## src/rtl/dsh_pkg.sv

```systemverilog
package dsh_pkg;
  localparam int WORD_W    = 24;
  localparam int LEN_W     = 5;
  localparam int LEN_SHORT = 10;
  localparam int LEN_LONG  = 24;
  localparam int LEN_READ  = 14;

  typedef enum logic [1:0] {
    K_HOLD = 2'd0,
    K_DAC  = 2'd1,
    K_RDBK = 2'd2,
    K_NONE = 2'd3
  } kind_e;

  typedef enum logic [2:0] {
    S_IDLE,
    S_LEAD,
    S_HIGH,
    S_LOW,
    S_GAP
  } st_e;

  // Number of serial bits in the first frame of a command.
  function automatic logic [LEN_W-1:0] frame_len(kind_e k);
    case (k)
      K_DAC:   return LEN_W'(LEN_LONG);
      default: return LEN_W'(LEN_SHORT);
    endcase
  endfunction

  // Places the len-bit payload so that its MSB sits at the top of the word.
  function automatic logic [WORD_W-1:0] align_msb(logic [WORD_W-1:0] w,
                                                  logic [LEN_W-1:0] len);
    return w << (WORD_W - int'(len));
  endfunction

  // True when a half period of `half` cycles meets a pulse minimum and
  // a full period minimum, all in picoseconds.
  function automatic bit half_ok(int half, int clk_ps, int min_pulse_ps,
                                 int min_period_ps);
    return (half >= 1) && (half * clk_ps >= min_pulse_ps) &&
           (2 * half * clk_ps >= min_period_ps);
  endfunction
endpackage

```

## src/rtl/dsh_timer.sv

```systemverilog
module dsh_timer #(
  parameter int W = 8
) (
  input  logic         clk,
  input  logic         rst_n,
  input  logic         load,
  input  logic [W-1:0] load_val,
  output logic         expire
);
  logic [W-1:0] cnt;

  always_ff @(posedge clk) begin
    if (!rst_n) begin
      cnt <= '0;
    end else if (load) begin
      cnt <= load_val - 1'b1;
    end else if (cnt != '0) begin
      cnt <= cnt - 1'b1;
    end
  end

  assign expire = (cnt == '0);
endmodule

```

## src/rtl/dsh_shift.sv

```systemverilog
module dsh_shift #(
  parameter int W  = 24,
  parameter int RW = 14
) (
  input  logic          clk,
  input  logic          rst_n,
  input  logic          load,
  input  logic [W-1:0]  load_word,
  input  logic          shift,
  input  logic          rx_clr,
  input  logic          capture,
  input  logic          dout,
  output logic          tx_msb,
  output logic [RW-1:0] rx_word
);
  logic [W-1:0]  tx;
  logic [RW-1:0] rx;

  always_ff @(posedge clk) begin
    if (!rst_n) begin
      tx <= '0;
    end else if (load) begin
      tx <= load_word;
    end else if (shift) begin
      tx <= {tx[W-2:0], 1'b0};
    end
  end

  always_ff @(posedge clk) begin
    if (!rst_n) begin
      rx <= '0;
    end else if (rx_clr) begin
      rx <= '0;
    end else if (capture) begin
      rx <= {rx[RW-2:0], dout};
    end
  end

  assign tx_msb  = tx[W-1];
  assign rx_word = rx;
endmodule

```

## src/rtl/dsh_seq.sv

```systemverilog
module dsh_seq
  import dsh_pkg::*;
#(
  parameter int TW        = 8,
  parameter int HALF_FAST = 5,
  parameter int HALF_SLOW = 8,
  parameter int GAP_CYC   = 80
) (
  input  logic             clk,
  input  logic             rst_n,
  input  logic             cmd_valid,
  input  logic [1:0]       cmd_kind,
  input  logic             tmr_expire,
  output logic             tmr_load,
  output logic [TW-1:0]    tmr_val,
  output logic             sh_load,
  output logic             sh_take_cmd,
  output logic [LEN_W-1:0] sh_len,
  output logic             sh_shift,
  output logic             sh_capture,
  output logic             sh_rx_clr,
  output logic             sclk,
  output logic             sync_n,
  output logic             busy,
  output logic             done,
  output logic             rd_valid,
  output logic             in_read,
  output logic             ev_fall,
  output logic             ev_accept
);
  localparam logic [TW-1:0] HF = TW'(HALF_FAST);
  localparam logic [TW-1:0] HS = TW'(HALF_SLOW);
  localparam logic [TW-1:0] GP = TW'(GAP_CYC);

  st_e             st;
  kind_e           kind;
  logic [TW-1:0]   half_r;
  logic [LEN_W-1:0] bits_left;
  logic            read_pend;

  assign kind      = kind_e'(cmd_kind);
  assign busy      = (st != S_IDLE);
  assign ev_accept = (st == S_IDLE) && cmd_valid && (kind != K_NONE);
  assign ev_fall   = (st == S_HIGH) && tmr_expire;

  always_comb begin
    tmr_load    = 1'b0;
    tmr_val     = half_r;
    sh_load     = 1'b0;
    sh_take_cmd = 1'b0;
    sh_len      = frame_len(kind);
    sh_shift    = 1'b0;
    sh_capture  = 1'b0;
    sh_rx_clr   = 1'b0;
    case (st)
      S_IDLE: begin
        if (ev_accept) begin
          tmr_load    = 1'b1;
          tmr_val     = (kind == K_HOLD) ? HF : HS;
          sh_load     = 1'b1;
          sh_take_cmd = 1'b1;
        end
      end
      S_LEAD: begin
        tmr_load = tmr_expire;
      end
      S_HIGH: begin
        tmr_load   = tmr_expire;
        sh_capture = tmr_expire && in_read;
      end
      S_LOW: begin
        if (tmr_expire) begin
          tmr_load = 1'b1;
          if (bits_left == '0) begin
            tmr_val = GP;
            sh_load = 1'b1;
          end else begin
            sh_shift = 1'b1;
          end
        end
      end
      S_GAP: begin
        if (tmr_expire && read_pend) begin
          tmr_load  = 1'b1;
          tmr_val   = HS;
          sh_load   = 1'b1;
          sh_rx_clr = 1'b1;
        end
      end
      default: ;
    endcase
  end

  always_ff @(posedge clk) begin
    if (!rst_n) begin
      st        <= S_IDLE;
      sclk      <= 1'b0;
      sync_n    <= 1'b1;
      done      <= 1'b0;
      rd_valid  <= 1'b0;
      half_r    <= HS;
      bits_left <= '0;
      read_pend <= 1'b0;
      in_read   <= 1'b0;
    end else begin
      done     <= 1'b0;
      rd_valid <= 1'b0;
      case (st)
        S_IDLE: begin
          if (ev_accept) begin
            st        <= S_LEAD;
            sync_n    <= 1'b0;
            half_r    <= (kind == K_HOLD) ? HF : HS;
            bits_left <= frame_len(kind);
            read_pend <= (kind == K_RDBK);
            in_read   <= 1'b0;
          end
        end
        S_LEAD: begin
          if (tmr_expire) begin
            st   <= S_HIGH;
            sclk <= 1'b1;
          end
        end
        S_HIGH: begin
          if (tmr_expire) begin
            st        <= S_LOW;
            sclk      <= 1'b0;
            bits_left <= bits_left - 1'b1;
            rd_valid  <= in_read && (bits_left == LEN_W'(1));
          end
        end
        S_LOW: begin
          if (tmr_expire) begin
            if (bits_left == '0) begin
              st      <= S_GAP;
              sync_n  <= 1'b1;
              in_read <= 1'b0;
            end else begin
              st   <= S_HIGH;
              sclk <= 1'b1;
            end
          end
        end
        S_GAP: begin
          if (tmr_expire) begin
            if (read_pend) begin
              st        <= S_LEAD;
              sync_n    <= 1'b0;
              in_read   <= 1'b1;
              read_pend <= 1'b0;
              bits_left <= LEN_W'(LEN_READ);
              half_r    <= HS;
            end else begin
              st   <= S_IDLE;
              done <= 1'b1;
            end
          end
        end
        default: st <= S_IDLE;
      endcase
    end
  end
endmodule

```

## src/rtl/dac_serial_host.sv

```systemverilog
module dac_serial_host
  import dsh_pkg::*;
#(
  parameter int CLK_PS    = 5000,
  parameter int HALF_FAST = 5,
  parameter int HALF_SLOW = 8,
  parameter int GAP_CYC   = 80
) (
  input  logic                clk,
  input  logic                rst_n,
  input  logic                cmd_valid,
  input  logic [1:0]          cmd_kind,
  input  logic [WORD_W-1:0]   cmd_word,
  output logic                busy,
  output logic                done,
  output logic                sclk,
  output logic                sync_n,
  output logic                din,
  input  logic                dout,
  output logic                rd_valid,
  output logic [LEN_READ-1:0] rd_data
);
  localparam int MAX_HALF = (HALF_SLOW > HALF_FAST) ? HALF_SLOW : HALF_FAST;
  localparam int MAX_CNT  = (GAP_CYC > MAX_HALF) ? GAP_CYC : MAX_HALF;
  localparam int TW       = $clog2(MAX_CNT + 1);

  if (!half_ok(HALF_FAST, CLK_PS, 20000, 50000)) begin : g_bad_fast
    $error("direct-hold half period too short for clock period");
  end
  if (!half_ok(HALF_SLOW, CLK_PS, 28000, 71429)) begin : g_bad_slow
    $error("DAC/readback half period too short for clock period");
  end
  if (GAP_CYC * CLK_PS < 400000) begin : g_bad_gap
    $error("inter-frame gap shorter than 400 ns");
  end

  // Internal events, brought out as named wires.
  logic             tmr_load;
  logic [TW-1:0]    tmr_val;
  logic             tmr_expire;
  logic             sh_load;
  logic             sh_take_cmd;
  logic [LEN_W-1:0] sh_len;
  logic             sh_shift;
  logic             sh_capture;
  logic             sh_rx_clr;
  logic             in_read;
  logic             ev_fall;
  logic             ev_accept;
  logic [WORD_W-1:0] load_word;

  assign load_word = sh_take_cmd ? align_msb(cmd_word, sh_len) : '0;

  dsh_timer #(.W(TW)) u_timer (
    .clk      (clk),
    .rst_n    (rst_n),
    .load     (tmr_load),
    .load_val (tmr_val),
    .expire   (tmr_expire)
  );

  dsh_shift #(.W(WORD_W), .RW(LEN_READ)) u_shift (
    .clk       (clk),
    .rst_n     (rst_n),
    .load      (sh_load),
    .load_word (load_word),
    .shift     (sh_shift),
    .rx_clr    (sh_rx_clr),
    .capture   (sh_capture),
    .dout      (dout),
    .tx_msb    (din),
    .rx_word   (rd_data)
  );

  dsh_seq #(
    .TW        (TW),
    .HALF_FAST (HALF_FAST),
    .HALF_SLOW (HALF_SLOW),
    .GAP_CYC   (GAP_CYC)
  ) u_seq (
    .clk         (clk),
    .rst_n       (rst_n),
    .cmd_valid   (cmd_valid),
    .cmd_kind    (cmd_kind),
    .tmr_expire  (tmr_expire),
    .tmr_load    (tmr_load),
    .tmr_val     (tmr_val),
    .sh_load     (sh_load),
    .sh_take_cmd (sh_take_cmd),
    .sh_len      (sh_len),
    .sh_shift    (sh_shift),
    .sh_capture  (sh_capture),
    .sh_rx_clr   (sh_rx_clr),
    .sclk        (sclk),
    .sync_n      (sync_n),
    .busy        (busy),
    .done        (done),
    .rd_valid    (rd_valid),
    .in_read     (in_read),
    .ev_fall     (ev_fall),
    .ev_accept   (ev_accept)
  );
endmodule

```

## config.mk

```make
export PLATFORM = sky130hd
export DESIGN_NAME = dac_serial_host
export DESIGN_NICKNAME = d
export VERILOG_FILES = /design/src/rtl/dsh_pkg.sv /design/src/rtl/dsh_timer.sv /design/src/rtl/dsh_shift.sv /design/src/rtl/dsh_seq.sv /design/src/rtl/dac_serial_host.sv
export SDC_FILE = /design/constraint.sdc
export NUM_CORES = 1
export LEC_CHECK = 0
export CAP_MARGIN = 5
export CORE_MARGIN = 4
export CORE_UTILIZATION = 30
export CTS_CLUSTER_DIAMETER = 100
export DETAILED_ROUTE_END_ITERATION = 16
export DONT_BUFFER_PORTS = 1
export HOLD_SLACK_MARGIN = 0.12
export PLACE_DENSITY = 0.54
export SYNTH_ARGS = -nofsm -noshare
export SYNTH_HDL_FRONTEND = slang
export SYNTH_SLANG_ARGS = --single-unit
```

## constraint.sdc

```tcl
create_clock -name clk -period 3 [get_ports clk]
set_clock_uncertainty 0.05 [all_clocks]
set_input_delay 0 -clock clk [delete_from_list [all_inputs] [get_ports clk]]
set_output_delay 0 -clock clk [all_outputs]
set_load 0.005 [all_outputs]
```

After elaboration in Yosys (flattened, before gate mapping)
Cells that the tools add are included.
Storage, ports and cells
  logic and storage cells: 121
  bits in registers: 66
  bits of input ports: 30
  output and inout port bits: 20
Cells by class
  add/sub/neg operators: 4
  reduce and logical (&&, ||, !) cells: 27
  shifts and indexed selects: 1
  bitwise operators: 1
  mux-type cells: 60
  eq/ne operators: 16
Operators by type and width (number)
  $mux W24: 3
  $mux W7: 8
  $shl A24 B32 Y24: 1
  $mux W1: 27
  $mux W5: 5
  $pmux W7 S3: 1
  $mux W3: 6
  $pmux W3 S5: 1
  $pmux W5 S3: 1
  $reduce_and A5 Y1: 3
  $pmux W7 S2: 1
  $sub A7 B1 Y7 const B: 2
  $ne A2 B1 Y1 const B: 6
  $pmux W1 S3: 4
  $reduce_and A3 Y1: 4
  $reduce_bool A3 Y1: 4
  $logic_not A7 Y1: 1
  $reduce_bool A7 Y1: 1
  $eq A3 B2 Y1 const B: 2
  $ne A2 B2 Y1 const B: 3
  $reduce_and A6 Y1: 1
  $reduce_bool A2 Y1: 3
  $sub A5 B5 Y6 const A: 1
  $eq A5 B1 Y1 const B: 1
  other kinds (14): 19

Logic depth before layout (Yosys ltp)
Gate-level depths: netlist (run 1).
  depth after elaboration: 7
  mapped depth: 12
  depth with buffers taken out: 11

Modules after synthesis
Synthesis (run 1) repeated with hierarchy kept, for this count alone.
Unflattened totals
  cell total of the unflattened synthesis: 531
  area, all modules: 4969.8 µm²
Modules (own cells, without submodules)
  dsh_shift: cells each 153, instances 1, area each 1773.0 µm²
  dac_serial_host: cells each 184, instances 1, area each 1535.2 µm²
  dsh_seq: cells each 147, instances 1, area each 1249.9 µm²
  dsh_timer: cells each 47, instances 1, area each 411.6 µm²

Worst setup path before layout (run 1)
No wires, ideal clock.
  kind: register to register
  start point: register u_timer.cnt[4]
  end point: register u_timer.cnt[6]
  arrival time: 2.925 ns
  cell stages (with the launch flop): 11
  path slack: -0.046 ns
  setup time: 0.071 ns
  buffers on the path: 1
  required time: 2.879 ns
  period minus slack after synthesis: 3.046 ns
  path through: dfxtp_1 or4_4 nor2_1 a221o_1 buf_2 mux2i_1 ha_1 nor2b_1 a32oi_1 or4_1 a21oi_1
On the way
  word-level cells in the longest chain between the ends: 6
  elaborated cells on any way between the ends: 14
  those cells by class: 2 x add/sub; 8 x mux; 4 x reduce/logical
RTL lines
  start: declaration: line dsh_timer.sv:10  | logic [W-1:0] cnt;
  start signal: assignment: line dsh_timer.sv:16  | cnt <= load_val - 1'b1;
  start signal: assignment: line dsh_timer.sv:18  | cnt <= cnt - 1'b1;
  $logic_not A7 Y1: line dsh_timer.sv:22  | assign expire = (cnt == '0);
  $logic_and A1 B1 Y1: line dsh_seq.sv:83  | if (tmr_expire && read_pend) begin
  $mux W7: line dsh_seq.sv:83
  $pmux W7 S3: line dsh_seq.sv:55  | case (st)
  $sub A7 B1 Y7: line dsh_timer.sv:16
  $mux W7: line dsh_timer.sv:15  | end else if (load) begin
Several ways; a longest one is shown, not always the timed one. The select of a mux whose other input is x is not followed.
A chain may end at the register's enable or synchronous reset.

Final worst setup path (run 1)
  start point: register u_seq.bits_left[0]
  end point: register u_timer.cnt[6]
On the way
  word-level cells in the longest chain between the ends: 6
RTL lines
  start: declaration: line dsh_seq.sv:38  | logic [LEN_W-1:0] bits_left;
  start signal: assignment: line dsh_seq.sv:114  | bits_left <= frame_len(kind);
  start signal: assignment: line dsh_seq.sv:129  | bits_left <= bits_left - 1'b1;
  start signal: assignment: line dsh_seq.sv:152  | bits_left <= LEN_W'(LEN_READ);
  $logic_not A5 Y1: line dsh_seq.sv:74  | if (bits_left == '0) begin
  $mux W7: line dsh_seq.sv:74
  $mux W7: line dsh_seq.sv:72  | if (tmr_expire) begin
  $pmux W7 S3: line dsh_seq.sv:55
  $sub A7 B1 Y7: line dsh_timer.sv:16
  $mux W7: line dsh_timer.sv:15
No other way between the ends.

==> impl.org, run 1 <==
** Outcome
- The flow ran to the end, and the final reports show no timing, DRC or antenna violations.

** Pwr
- The internal portion of the total power is around 1.8 mW.
- Areal power density over the cells :: slightly above 700 mW/mm^2
- For this design the total switching power over the nets is 1.09 mW.
- The analysis attributes to cell leakage a power of roughly 1.5 nW.
- Switching power share of the total :: between 30% and 40%
- Sequential cells burn between 30% and 40% of the power.
- Share of power burned in combinational logic :: 41.1%
- Of the total power, the clock network draws 21.3%.
- Power consumption :: between 2 and 3 mW
- IR Drop Worst-Case VDD :: roughly 0.46 mV

** Global routing
- Antenna violations before repair :: 0
- Combined global-route utilization of all metal layers :: between 15 and 20%
- Pin count of the biggest net entering global routing :: 31
- The via count of the first global-routing pass is roughly 3,000.
- The first global-routing pass estimated between 15 and 20 mm of wire.
- Global routing finished with a remaining overflow of 0.

** Synthesis
- The synthesized netlist devotes 1.61% of its cell area to adder and majority cells.
- During synthesis, Yosys emitted a total of 0 warnings.
- In the synthesized netlist, mux cells make up less than 1% of the area.
- The most common cell in the synthesized netlist is nand2_1.
- Leading cell types by count after synthesis :: 79 x nand2_1, 66 x dfxtp_1, 34 x a21oi_1
- Counting flops and latches in the post-synthesis netlist gives 66.
- By area, the combinational part of the netlist is dominated by simple AND/OR/NAND/NOR gates.
- Synthesized Nets :: 429
- After synthesis, the netlist uses 59 different library cells.
- Of the total synthesized cell area, the portion taken by AND, OR, NAND and NOR gates is 25.1%.
- In the synthesized netlist, the number of instances is just under 400.
- Post-synth EDFFs :: 0
- Parity-gate share of the synthesized area counting xor and xnor cells :: 1.41%
- Largest area contributor in the synthesized netlist :: dfxtp_1
- After synthesis, flip-flops and latches occupy 42.5% of the total area.
- The synthesized netlist devotes between 20 and 25% of its cell area to compound gates.
- After synthesis the cells add up to between 0.003 and 0.004 sq mm.
- After synthesis, the largest area contributor takes up 42.5% of total cell area.
- Post-synthesis area per instance :: 7.87 sq um
- Yosys attributes the largest share of cell area to dfxtp_1 42%, nand2_1 9.5%, a21oi_1 5.5%.
- FFs w/ async S/R, synth :: 0%
- For this run, the leading register cell type out of synthesis is dfxtp_1.

** Clock tree
- CTS HTree Levels :: 3
- TritonCTS built the clock tree.
- Insertion delay to the later sink of the worst-skew pair :: roughly 0.35 ns
- Maximum count of clock buffers along a single path :: 2
- The clock net in this run drives a total of 66 sinks.
- Clock root buffer :: clkbuf_8
- Buffers inserted during clock tree synthesis total 9.
- Clock edge transition at the registers on the reported setup and hold paths :: roughly 0.080 ns

** Timing
- Tightest slew margin relative to the limit :: roughly 32%
- Max Fclk :: between 300 and 400 MHz
- Hold is met by around 0.13 ns.
- Setup violations remaining at the end of the flow were counted as 0.
- Hold Fails Final Rpt :: 0
- Min Tclk post-route :: between 2 and 3 ns
- After routing, the total negative slack on setup checks comes to 0 ns.
- Slew at the pin closest to its max-slew limit :: approximately 1.0 ns
- Unrepaired setup endpoints after global routing :: true
- Once routing completed, OpenROAD measured the worst setup slack at approximately 0.065 ns.
- The final critical path takes up 97.8% of the cycle.
- The max-slew violation count is 0.

** Placed design
- Count of port buffers added during placement :: 0
- Final estimated routing congestion in global placement :: 0.802
- OpenSTA, run right after detailed placement, puts the worst setup slack at -0.0509 ns.
- Detailed placement finished with a half-perimeter wire length of slightly below 6 mm.
- Placed inst area :: approximately 0.0034 sq mm
- Placed instance count :: 525

** Die
- Initial standard-cell utilization of the core :: between 30% and 40%
- The die is 110 um wide.
- Number of standard-cell rows in the floorplan :: 36
- The die is about 110 um tall.
- Area of the die :: around 0.012 sq mm
- Floorplan Core Area :: 0.00995 sq mm
- During I/O placement, the number of pins put on the boundary was 50.

** Route
- The detailed router finished its first iteration with approximately 380 violations.
- # DRC :: 0
- Dividing the detail-routed via count by the number of cells gives ~5.3.
- Dividing the detail-routed wire length by the instance count gives about 16 um.
- The final route contains between 3,000 and 4,000 vias.
- Number of nets with antenna violations after detailed routing :: 0
- After detailed routing, the total wire length is around 9.3 mm.
- Before antenna repair, the detailed router went through 5 iterations.

** Cells and area
- Final instance area :: a little over 0.004 sq mm
- Utilization after layout :: between 40% and 50%
- Share of cells above drive strength 1 :: ~15%
- Cell Count, Final, Fillers Out :: 587
- Relative to the synthesized area, the layout overhead comes to 29.4%.
- Number of nets in the layout :: 484
- The number of antenna diodes in the final layout is 0.

** Min path
- The min-delay analysis places its worst path in the category input pin to flip-flop.

** Job
- Max-cap check violation count :: 0

** Worst setup path
- STA classifies the critical path endpoint as a flip-flop.
- Highest net fanout along the worst path :: 3
- STA classifies the critical path startpoint as a flip-flop.
- At the worst endpoint, the required time is 3.22 ns.
- Crit path DAT :: about 3.2 ns
- The worst setup path is of the flip-flop to flip-flop kind.
[cell usage in the layout, fill, tap and decap left out, types with 3 or more instances in the layout]
cell / netlist / routed
a22oi_1: 8 / 7
a31oi_1: 12 / 12
nor2b_1: 4 / 3
buf_4: 0 / 28
nor3_1: 7 / 7
mux2i_1: 3 / 3
nor4_1: 3 / 3
nand2_1: 79 / 79
dlygate4sd3_1: 0 / 41
o21ai_0: 30 / 30
o221ai_1: 9 / 9
a21oi_1: 34 / 33
clkbuf_8: 0 / 9
or3_1: 5 / 5
clkinv_2: 0 / 4
dfxtp_1: 66 / 65
and3_1: 9 / 9
nand3_1: 14 / 14
nor2_1: 28 / 27
inv_1: 7 / 5
xor2_1: 3 / 3
[registers in the layout, indices dropped and copies added (netlist names), 3 cells and up]
signal / flops
u_seq.st: 3
u_shift.rx_word: 14
u_seq.bits_left: 5
u_timer.cnt: 7
u_shift.tx: 24
u_seq.half_r: 7
[timing repair]
action | CTS | global route
buffers inserted | 3 | 4
resized for setup | 4 | 11
setup endpoints to repair | 1 | 3
cloned | 0 | 0
pin swaps | 5 | 6
endpoints found under the hold margin | 57 | 0
hold buffers | 41 | 0
[per-layer routing]
metal  track usage [%]  wire length (um)  share of wire (%)  vias up
li1                  -                 -                  -     1527
met1              21.3              4170                 45     1434
met2              24.4              4180                 45      126
met3              4.23               752                8.1       20
met4              6.68               186                2.0        0
met5                 0                 0                  0        -
[final timing paths]
kind / depth (start not counted) / startpoint / endpoint / slack (ns)
setup / recovery: 12 / u_seq.bits_left[0]$_SDFFE_PN0P_ / u_timer.cnt[6]$_SDFFE_PN0P_ / 0.07
hold / removal: 3 / cmd_valid / u_shift.tx[2]$_SDFFE_PN0P_ / 0.13
setup reg to reg: 12 / u_seq.bits_left[0]$_SDFFE_PN0P_ / u_timer.cnt[6]$_SDFFE_PN0P_ / 0.07
hold reg to reg: 2 / u_seq.in_read$_SDFFE_PN0P_ / u_seq.in_read$_SDFFE_PN0P_ / 0.41
[layout make-up]
cell class,count,area [sq um]
Timing Repair Buffer,69,621
Multi-Input combinational cell,296,1730
Fill cell,1014,5930
Clock buffer,11,131
Tap cell,133,166
Inverter,8,30.0
Sequential cell,66,1320
Clock inverter,4,20.0
[worst max-delay path, stage by stage (launching register included)]
cell	delay, ns
dfxtp_2	0.33
inv_2	0.07
ha_4	0.13
or4b_4	0.49
nor4_4	0.28
buf_4	0.17
o32ai_2	0.07
mux2i_1	0.20
ha_2	0.24
nor2b_4	0.14
a32oi_2	0.06
or4_4	0.50
a21oi_2	0.13
[cells by family after synthesis]
logic type | count (synthesis)
fa+ha+maj | 4
simple gates | 165
xor+xnor | 5
compound gates | 119
buf+inv | 33
mux | 3
flops | 66
[power by group through the flow]
stage          Combinational (mW)  Clock [mW]  Sequential (mW)
2_1_floorplan               0.715           0             1.09
3_3_place_gp                0.990           0             1.10
3_5_place_dp                0.997           0             1.11
4_1_cts                      1.08       0.635             1.09
5_1_grt                      1.32       0.677             1.11
6_report                     1.19       0.618             1.09
Note: power is estimated with default switching activity, not from simulation.
==> run 2, diff against run 1 <==
--- a/config.mk
+++ b/config.mk
@@ -12,7 +12,7 @@
 export DETAILED_ROUTE_END_ITERATION = 16
 export DONT_BUFFER_PORTS = 1
 export HOLD_SLACK_MARGIN = 0.12
-export PLACE_DENSITY = 0.54
+export PLACE_DENSITY = 0.45
 export SYNTH_ARGS = -nofsm -noshare
 export SYNTH_HDL_FRONTEND = slang
 export SYNTH_SLANG_ARGS = --single-unit
==> constraint.sdc (replaced) <==
create_clock -name clk -period 3.4 [get_ports clk]
set_clock_uncertainty 0.05 [all_clocks]
set_input_delay 0 -clock clk [delete_from_list [all_inputs] [get_ports clk]]
set_output_delay 0 -clock clk [all_outputs]
set_load 0.005 [all_outputs]
==> run 2 against run 1 <==
Non-clock buffer count fell by 25. Critical path depth is 1 lower. Wire length shrank 2.6%. Combinational power is 27% lower. Global-route usage fell by 0.34 points. Cell count decreased by 4.3%. Final area is 5.9% lower. Setup slack improved by 0.27 ns. Largest cell class unchanged. Highest routed layer unchanged.
==> impl.org, run 2 (synthesis gave the netlist of run 1 again) <==
** Die
- 50 I/O pins were placed.
- Die Y :: ~110 um
- Once the floorplan was initialized, standard cells occupied approximately 31% of the core.
- Number of standard-cell rows in the floorplan :: 36
- The total area inside the core boundary comes to between 0.009 and 0.01 sq mm.
- Area of the die :: about 0.012 sq mm
- Die Width :: 110 um

** Pwr
- In this run, the combinational gates consume 34.9% of the power.
- Power consumption :: approximately 2.5 mW
- Design internal power :: around 1.6 mW
- Power share of the sequential group :: between 30% and 40%
- Clock Power Share :: a little over a quarter
- Static Leakage :: approximately 1.4 nW
- VDD sags by at most between 0.2 and 0.25 mV.
- Switching Power :: 0.917 mW
- Switching power share of the total :: a little under two fifths
- For this design the ratio of total power to cell area is between 600 and 700 mW/mm^2.

** Route
- Via count :: about 3,000
- In the final routed layout, each cell accounts on average for 16.1 um.
- Router iterations before antenna repair :: 5
- Total detailed-routing wirelength :: approximately 9 mm
- In this run, the number of DRC markers left after iteration 0 of detailed routing was between 200 and 250.
- The detail route stage leaves a number of antenna-violating nets equal to 0.
- # DRC :: 0
- In the routed layout, each cell is associated on average with a via count of 5.35.

** Global routing
- The via count of the first global-routing pass is between 2,000 and 3,000.
- The initial antenna violation count is 0.
- Leftover overflow at the end of global routing :: 0
- Combined global-route utilization of all metal layers :: 15.7%
- The first global-routing pass estimated 14.7 mm of wire.
- Pin count of the biggest net entering global routing :: 31

** Worst setup path
- Capture point of the worst path :: u_timer.cnt[6]$_SDFFE_PN0P_
- The worst register-to-register path begins at u_timer.cnt[4]$_SDFFE_PN0P_.
- The worst setup path is captured at a flip-flop.
- The critical path in this run is classified as input pin to flip-flop.
- Slack of the worst reg-to-reg path :: between 0.3 and 0.4 ns
- Highest net fanout along the worst path :: 5
- Crit path DAT :: 3.29 ns
- Measured in cells, the most critical reg-to-reg path has a length of 9.
- The critical path starts at cmd_kind[1].
- STA puts the critical path data required time at around 3.6 ns.
- The worst setup path is launched from an input pin.
- In this run the critical register-to-register path is captured at u_timer.cnt[6]$_SDFFE_PN0P_.

** Min path
- Launch instance of the worst min-delay path :: cmd_valid
- Hold Path Class :: input pin to flip-flop

** Clock tree
- CTS HTree Levels :: 3
- TritonCTS built the clock tree.
- Post-CTS Repair Setup Buffers :: 0
- Maximum count of clock buffers along a single path :: 2
- Clock edge transition at the registers on the reported setup and hold paths :: around 0.080 ns
- The clock net in this run drives a total of 66 sinks.
- The clock reaches the later pin of the worst-skew pair after approximately 0.35 ns.
- Clock buffer count from CTS :: 9
- Clock root buffer :: clkbuf_8

** Timing
- Max Slew Vio Count :: 0
- Final Worst Setup Slack :: roughly 0.34 ns
- Min Tclk post-route :: ~3.1 ns
- Max Fclk :: approximately 330 MHz
- Fin crit share :: between 90 and 100%
- Setup violations remaining at the end of the flow were counted as 0.
- At the pin with the least slew margin, the transition time is slightly above 1 ns.
- The number of hold-slack violations in the final timing report is 0.
- Unrepaired setup endpoints after global routing :: false
- Headroom to the max-slew limit came out at a little under a third.
- For the final routed database, the setup TNS stands at 0 ns.

** Placed design
- Final estimated routing congestion in global placement :: a little under 0.8
- Post-placement worst setup slack :: approximately 0.35 ns
- Count of port buffers added during placement :: 0
- The wire-length estimate of the detail-placed layout is around 6.1 mm.

** Cells and area
- In the layout the commonest cells are 79 x nand2_1, 66 x dfxtp_1, 34 x a21oi_1.
- The number of antenna diodes in the final layout is 0.
- Register with the most flip-flops :: u_shift.tx
- Compared with the post-synthesis result, the final layout area differs by 21.7%.
- The register with the most flip-flops in the layout has 24 of them.
- Leading cell type in the layout, fill and taps excluded :: nand2_1
- For this run, the post-layout net count is roughly 460.
- Counting the fill cells in the layout gives about 1,100.
- Share of cells above drive strength 1 :: a little under 10%

** Outcome
- The run finished with clean final reports.

** Job
- Across the run, the number of max-cap violations was 0.
==> run 2: cell count changes in the layout (fill, tap and decap cells not counted), sizes merged <==
cell          delta
clkinvlp         +1
clkbuf           -1
dlygate4sd3     -11
buf             -15
dlymetal6s4s     +1
clkinv           -1
bufinv           +1
==> run 2: how the worst min path moves through the flow <==
stage	end	depth (start not counted)	slack, ns
after floorplan	u_shift.tx[1]$_SDFFE_PN0P_	2	0.08
after global placement	u_seq.half_r[3]$_SDFFE_PN1P_	1	0.04
after detailed placement	u_seq.half_r[3]$_SDFFE_PN1P_	1	0.04
after CTS	u_shift.tx[1]$_SDFFE_PN0P_	3	0.15
after global routing	u_shift.tx[3]$_SDFFE_PN0P_	3	0.20
final	u_shift.tx[3]$_SDFFE_PN0P_	3	0.15
==> run 2: through the flow <==
step | hold slack, ns | utilization, % | std cells | cell area (sq um)
global placement | 0.0374 | 33.0 | 516 | 3280
CTS | 0.150 | 37.9 | 562 | 3780
detailed placement | 0.0418 | 33.0 | 516 | 3280
finish | 0.152 | 38.0 | 562 | 3780
floorplan | 0.0842 | - | 395 | 3110
global route | 0.204 | 38.0 | 562 | 3780
==> run 2: cell type report <==
type	count	area, sq um	share of cell area (%)
flip-flops and latches	66	1320	34.9
multi-input cells	296	1670	44.2
clock inverters	5	56.3	1.49
well taps	133	166	4.40
inverters	8	30.0	0.793
clock buffers	10	128	3.37
repair buffers	44	410	10.8
==> run 2: what timing repair did <==
action                                  4_1_cts  5_1_grt
hold buffers                                 31        0
endpoints found under the setup margin        0        1
gates resized for setup                       0        2
hold endpoints to repair                     57        0
==> run 2: routing by layer <==
layer  track usage [%]  vias up  routed length [um]
li1                  -     1477                   -
met1              20.4     1445                4250
met2              24.7       77                4160
met3              4.29        9                 537
met4              5.52        0                  91
met5                 0        -                   0
==> run 2: critical path: stages <==
cell	delay [ns]
dlygate4sd3_1	0.61
a21bo_2	0.25
dlygate4sd3_1	0.59
a22oi_1	0.28
o311ai_0	0.20
mux2i_1	0.24
ha_1	0.24
nor2b_1	0.14
a32oi_1	0.10
or4_1	0.49
a21oi_1	0.15
==> run 2: power groups by stage <==
stage	registers, mW	clock network (mW)	logic (mW)
6_report	0.967	0.648	0.865
5_1_grt	0.982	0.700	0.972
4_1_cts	0.964	0.670	0.865
3_5_place_dp	0.981	0	0.821
3_3_place_gp	0.980	0	0.827
2_1_floorplan	0.958	0	0.619
